**src/rtl/fpcs_pkg.sv**
```systemverilog
package fpcs_pkg;
    localparam int EXP_W  = 8;
    localparam int FRAC_W = 23;
    localparam int WORD_W = 1 + EXP_W + FRAC_W;

    typedef enum logic [2:0] {
        OP_CMP    = 3'd0,
        OP_MAX    = 3'd1,
        OP_MIN    = 3'd2,
        OP_MAXMAG = 3'd3,
        OP_MINMAG = 3'd4,
        OP_ABS    = 3'd5,
        OP_NABS   = 3'd6,
        OP_NEG    = 3'd7
    } fpcs_op_e;

    typedef struct packed {
        logic lt;
        logic eq;
        logic gt;
        logic unord;
        logic nan_a;
        logic nan_b;
        logic mag_gt;
        logic mag_lt;
    } fpcs_rel_t;

    // canonical quiet NaN: sign 0, exponent all ones, top fraction bit set
    localparam logic [WORD_W-1:0] CANON_QNAN =
        {1'b0, {EXP_W{1'b1}}, 1'b1, {(FRAC_W-1){1'b0}}};
endpackage

```
**src/rtl/fpcs_compare.sv**
```systemverilog
module fpcs_compare
    import fpcs_pkg::*;
#(
    parameter int EW = EXP_W,
    parameter int FW = FRAC_W
) (
    input  logic [EW+FW:0] a,
    input  logic [EW+FW:0] b,
    output fpcs_rel_t      rel
);
    localparam int MSB = EW + FW;

    logic         sa, sb;
    logic [MSB-1:0] ma, mb;
    logic         both_zero;

    always_comb begin
        sa        = a[MSB];
        sb        = b[MSB];
        ma        = a[MSB-1:0];
        mb        = b[MSB-1:0];
        rel.nan_a = (&a[MSB-1:FW]) && (|a[FW-1:0]);
        rel.nan_b = (&b[MSB-1:FW]) && (|b[FW-1:0]);
        rel.unord = rel.nan_a || rel.nan_b;
        rel.mag_gt = ma > mb;
        rel.mag_lt = ma < mb;
        both_zero = (ma == '0) && (mb == '0);

        rel.lt = 1'b0;
        rel.eq = 1'b0;
        rel.gt = 1'b0;
        if (!rel.unord) begin
            if (both_zero || (a == b)) begin
                rel.eq = 1'b1;
            end else if (sa != sb) begin
                rel.gt = sb;
                rel.lt = sa;
            end else if (!sa) begin
                rel.gt = rel.mag_gt;
                rel.lt = rel.mag_lt;
            end else begin
                rel.gt = rel.mag_lt;
                rel.lt = rel.mag_gt;
            end
        end
    end
endmodule

```
**src/rtl/fpcs_select.sv**
```systemverilog
module fpcs_select
    import fpcs_pkg::*;
#(
    parameter int W = WORD_W
) (
    input  fpcs_op_e       op,
    input  logic [W-1:0]   a,
    input  logic [W-1:0]   b,
    input  fpcs_rel_t      rel,
    output logic [W-1:0]   res
);
    logic pick_a;

    always_comb begin
        unique case (op)
            OP_MAX:    pick_a = rel.gt;
            OP_MIN:    pick_a = rel.lt;
            OP_MAXMAG: pick_a = rel.mag_gt;
            OP_MINMAG: pick_a = rel.mag_lt;
            default:   pick_a = 1'b0;
        endcase

        if (rel.nan_a && rel.nan_b) begin
            res = CANON_QNAN;
        end else if (rel.nan_b) begin
            res = a;
        end else if (rel.nan_a) begin
            res = b;
        end else begin
            res = pick_a ? a : b;
        end
    end
endmodule

```
**src/rtl/fpcs_sign.sv**
```systemverilog
module fpcs_sign
    import fpcs_pkg::*;
#(
    parameter int W = WORD_W
) (
    input  fpcs_op_e     op,
    input  logic         cs_en,
    input  logic         cs_neg,
    input  logic [W-1:0] a,
    input  logic [W-1:0] b,
    output logic [W-1:0] res
);
    logic new_sign;

    always_comb begin
        if (cs_en) begin
            res = {a[W-1] ^ cs_neg, b[W-2:0]};
        end else begin
            unique case (op)
                OP_ABS:  new_sign = 1'b0;
                OP_NABS: new_sign = 1'b1;
                OP_NEG:  new_sign = ~a[W-1];
                default: new_sign = a[W-1];
            endcase
            res = {new_sign, a[W-2:0]};
        end
    end
endmodule

```
**src/rtl/fp_cmpsel.sv**
```systemverilog
module fp_cmpsel
    import fpcs_pkg::*;
#(
    parameter int EW = EXP_W,
    parameter int FW = FRAC_W
) (
    input  logic              clk,
    input  logic              rst,
    input  logic              in_valid,
    input  logic [2:0]        op_sel,
    input  logic              cpysgn_en,
    input  logic              cpysgn_neg,
    input  logic [EW+FW:0]    opnd_a,
    input  logic [EW+FW:0]    opnd_b,
    output logic              out_valid,
    output logic [EW+FW:0]    result,
    output logic              flag_z,
    output logic              flag_p,
    output logic              flag_c
);
    localparam int W = EW + FW + 1;

    fpcs_op_e      op;
    fpcs_rel_t     rel;
    logic [W-1:0]  sel_res, sgn_res, nxt_res;
    logic [2:0]    nxt_flags;

    assign op = fpcs_op_e'(op_sel);

    fpcs_compare #(.EW(EW), .FW(FW)) u_cmp (
        .a   (opnd_a),
        .b   (opnd_b),
        .rel (rel)
    );

    fpcs_select #(.W(W)) u_sel (
        .op  (op),
        .a   (opnd_a),
        .b   (opnd_b),
        .rel (rel),
        .res (sel_res)
    );

    fpcs_sign #(.W(W)) u_sgn (
        .op     (op),
        .cs_en  (cpysgn_en),
        .cs_neg (cpysgn_neg),
        .a      (opnd_a),
        .b      (opnd_b),
        .res    (sgn_res)
    );

    always_comb begin
        if (cpysgn_en) begin
            nxt_res = sgn_res;
        end else begin
            unique case (op)
                OP_CMP:                                 nxt_res = '0;
                OP_MAX, OP_MIN, OP_MAXMAG, OP_MINMAG:   nxt_res = sel_res;
                default:                                nxt_res = sgn_res;
            endcase
        end

        // condition code {z, p, c}
        if (rel.unord)      nxt_flags = 3'b111;
        else if (rel.eq)    nxt_flags = 3'b100;
        else if (rel.lt)    nxt_flags = 3'b001;
        else                nxt_flags = 3'b000;
    end

    always_ff @(posedge clk) begin
        if (rst) begin
            out_valid <= 1'b0;
            result    <= '0;
            flag_z    <= 1'b0;
            flag_p    <= 1'b0;
            flag_c    <= 1'b0;
        end else begin
            out_valid <= in_valid;
            if (in_valid) begin
                result                   <= nxt_res;
                {flag_z, flag_p, flag_c} <= nxt_flags;
            end
        end
    end
endmodule

```
**config.mk**
```make
export PLATFORM = sky130hd
export DESIGN_NAME = fp_cmpsel
export DESIGN_NICKNAME = d
export VERILOG_FILES = /design/src/rtl/fpcs_pkg.sv /design/src/rtl/fpcs_compare.sv /design/src/rtl/fpcs_select.sv /design/src/rtl/fpcs_sign.sv /design/src/rtl/fp_cmpsel.sv
export SDC_FILE = /design/constraint.sdc
export NUM_CORES = 1
export LEC_CHECK = 0
export BUFFER_PORTS_ARGS = -buffer_cell sky130_fd_sc_hd__buf_2
export CORE_MARGIN = 2
export CORE_UTILIZATION = 55
export CTS_BUF_LIST = sky130_fd_sc_hd__clkbuf_4
export CTS_CLUSTER_SIZE = 10
export DETAILED_ROUTE_END_ITERATION = 16
export GPL_TIMING_DRIVEN = 0
export PLACE_DENSITY_LB_ADDON = 0.1
export SYNTH_ARGS = -nofsm -noshare
export SYNTH_HDL_FRONTEND = slang
export SYNTH_SLANG_ARGS = --single-unit
```
**constraint.sdc**
```tcl
create_clock -name clk -period 9.9 [get_ports clk]
set_clock_uncertainty 0.2 [all_clocks]
set_input_delay 1.485 -clock clk [delete_from_list [all_inputs] [get_ports clk]]
set_output_delay 1.485 -clock clk [all_outputs]
set_load 0.01 [all_outputs]
```
==> results.cfg <==
[worst_setup_path]
r2r_setup_slack_ns = 8.39
crit_type = in2reg
endpoint_kind = register
crit_fanout = 10
reg2reg_to = result[31]
critPathLaunchType = primary input
reg2reg_from = result[31]
r2r_cells = 5
cp.arrival_ns = 4.77
setup.worst_path.start = opnd_b[13]
cp.required_ns = 9.97

[sta]
grt_setup_unrepaired = false
slew_viol_final = 0
fin_crit_sh_pct = 47.54
finalSetupTns_ns = 0
hold_viol_final = 0
min_period_ns = 4.706
hold_ws_ns = 0.2889
max-slew-margin-rel_pct = 13.99
setup_viol = 0
worstMarginPinSlew_ns = 1.280
max_freq_mhz = 212.5

[final_layout]
fill_cells = 587
area_growth_pct = 18.56
nNetsFinal = 672
instances_no_fill = 646
post-route-cell-area_um2 = 4228
drive_gt1_share_pct = 26.19
diodes = 0

[power]
combinationalPowerShare_pct = 40.3
p_leak_nw = 2.178
p_int_mw = 0.2633
p_clk_share_pct = 20.2
switchingPower_mw = 0.1559
ir_drop_uv = 71.23
pwr_density_cell_nw_per_um2 = 99.15
p_seq_share_pct = 39.5
switching_share_pct = 37.19

[die]
placementRows = 29
die_y_um = 84.52
die_area_um2 = 7144
die-width_um = 84.52
start_util_pct = 56.48
io_pins = 108
coreArea_um2 = 6314

[clock_network]
cts_resized = 0
cts_tree = built
cts-root-buf = clkbuf_4
clockBufferDepth = 2
clkSinkCount = 36
cts_hold_buffers = 0
path_clk_slew_ns = 0.12
cts_buffers = 5
cts_setup_buffers = 0
htree_levels = 2
clk_latency_ns = 0.37

[synth]
ys_seq_elements = 36
syn-cell-area_um2 = 3566
seq_area_frac_synth_pct = 20.21
synth_cell_types = 48
avgSynthCellArea_um2 = 7.769
synth_top_area_share_pct = 20.21
synth_edf_count = 0
yosysWarnings = 0
synth-main-ff-cell = dfxtp_1
postSynthCellCount = 459
ys_top_cells_by_area = dfxtp_1, mux2_4, ha_1
synth_top_area_cell = dfxtp_1
syn-num-nets = 562
async_reset_ff_share_pct = 0

[routing]
drtIter0Drc = 197
drc_errors = 0
wire_per_inst_um = 17.18
ant_nets = 0
viasPerCell = 6.241
finalWirelength_mm = 11.10
drt_pass1_iterations = 5
num_vias = 4032

[placed_design]
dp_cells = 639
dp_hpwl_mm = 8.553
place_area_um2 = 4178
gp_congestion = 0.9424
io_buffers = 103

[global_route]
grt_pass1_wl_mm = 18.04
grt_pass1_vias = 3919
grt-ovfl-total = 0
antenna_found_initial = 0
grt_max_degree = 11
grtUsageTotal_pct = 30.96

[worst_hold_path]
hold-path-cell-count = 2
min_from = flag_c
hold_class = reg2reg
min_to = flag_c

[outcome]
outcome = complete, no violations

[flow_run]
maxCapViolCount = 0
-- cells in the mapped netlist (all sizes together), types with 3 or more instances --
master,instances
a211oi,7
a21bo,8
a21o,23
a21oi,23
and4,3
buf,4
clkbuf,23
dfxtp,36
ha,31
inv,37
mux2,28
nand2,31
nand3,10
nand4,13
nor2,44
nor2b,5
nor3,13
nor4,22
o21ai,39
o221ai,23
or2,3
or4,4
-- critical path: stages --
cell	delay, ns
buf_2	0.13
inv_1	0.05
ha_1	0.28
nand4_1	0.15
nor4_1	0.79
nand3_1	0.15
nand4bb_1	0.22
a211oi_1	0.10
a31oi_1	0.22
o21ai_2	0.12
a21oi_2	0.35
buf_6	0.24
mux2_4	0.31
a21bo_1	0.17
-- flip-flops by register name, indices dropped and copies added, names as in the netlist --
signal	cells
flag_c	1
flag_p	1
flag_z	1
out_valid	1
result	32
-- layout by cell type (no fill, tap or decap), types with 4 or more instances in the layout --
cell      instances
nor3_1           13
nand4_1          13
nand3_1          10
nor2_1           44
dfxtp_1          36
a21oi_1          22
nor2b_1           5
ha_1             31
inv_1            37
nand2_1          31
clkbuf_1         23
nor4_1           22
or4_1             4
buf_2           103
a21bo_1           6
a211oi_1          6
a21o_1           23
clkbuf_4          6
o221ai_1         23
o21ai_0          38
mux2_4           26
-- metal layers --
metal  wire length (um)  track usage [%]
met3                831            4.621
met2               5384            53.19
met5                  0                0
met1               4601            38.36
met4                282            13.42
-- cells by family (layout without fill, tap and decap cells) --
logic type	count (synthesis)	in the layout	share of synthesized area [%]
compound gates	140	140	27.02
xor+xnor	2	2	0.4913
fa+ha+maj	31	31	10.88
buf+inv	65	175	7.473
flops	36	36	20.21
mux	30	30	12.14
simple gates	155	155	21.79
-- stage by stage --
step | power (mW) | setup WS (ns) | utilization, %
6_report | 0.4192 | 5.194 | 66.96
5_1_grt | 0.4413 | 4.999 | 66.96
4_1_cts | 0.4178 | 5.228 | 66.96
3_5_place_dp | 0.3352 | 4.868 | 66.17
3_3_place_gp | 0.3318 | 4.854 | 66.17
2_1_floorplan | 0.2727 | 5.557 | -
-- power by group through the flow --
stage	sequential [mW]	clock (mW)	combinational, mW
after floorplan	0.176	0	0.0970
after global placement	0.168	0	0.163
after detailed placement	0.169	0	0.166
after CTS	0.166	0.0847	0.167
after global routing	0.167	0.0887	0.186
final	0.166	0.0845	0.169
-- cell type report --
| type | instances | area, um2 | area share [%] |
|---|---|---|---|
| clock buffer | 6 | 45.04 | 1.065 |
| inverter | 38 | 142.6 | 3.374 |
| sequential | 36 | 720.7 | 17.05 |
| multi-input combinational | 358 | 2579 | 60.99 |
| tap | 77 | 96.34 | 2.279 |
| buffer | 27 | 123.9 | 2.930 |
| timing repair buffer | 103 | 515.5 | 12.19 |
| clock inverter | 1 | 5.005 | 0.1184 |
-- how the worst max path moves through the flow --
stage	endpoint	slack (ns)
6_report	result[30]	5.19
2_1_floorplan	result[25]	5.56
5_1_grt	result[30]	5.00
3_3_place_gp	result[29]	4.85
3_5_place_dp	result[30]	4.87
4_1_cts	result[30]	5.23
Power figures use the tool's default switching activity.
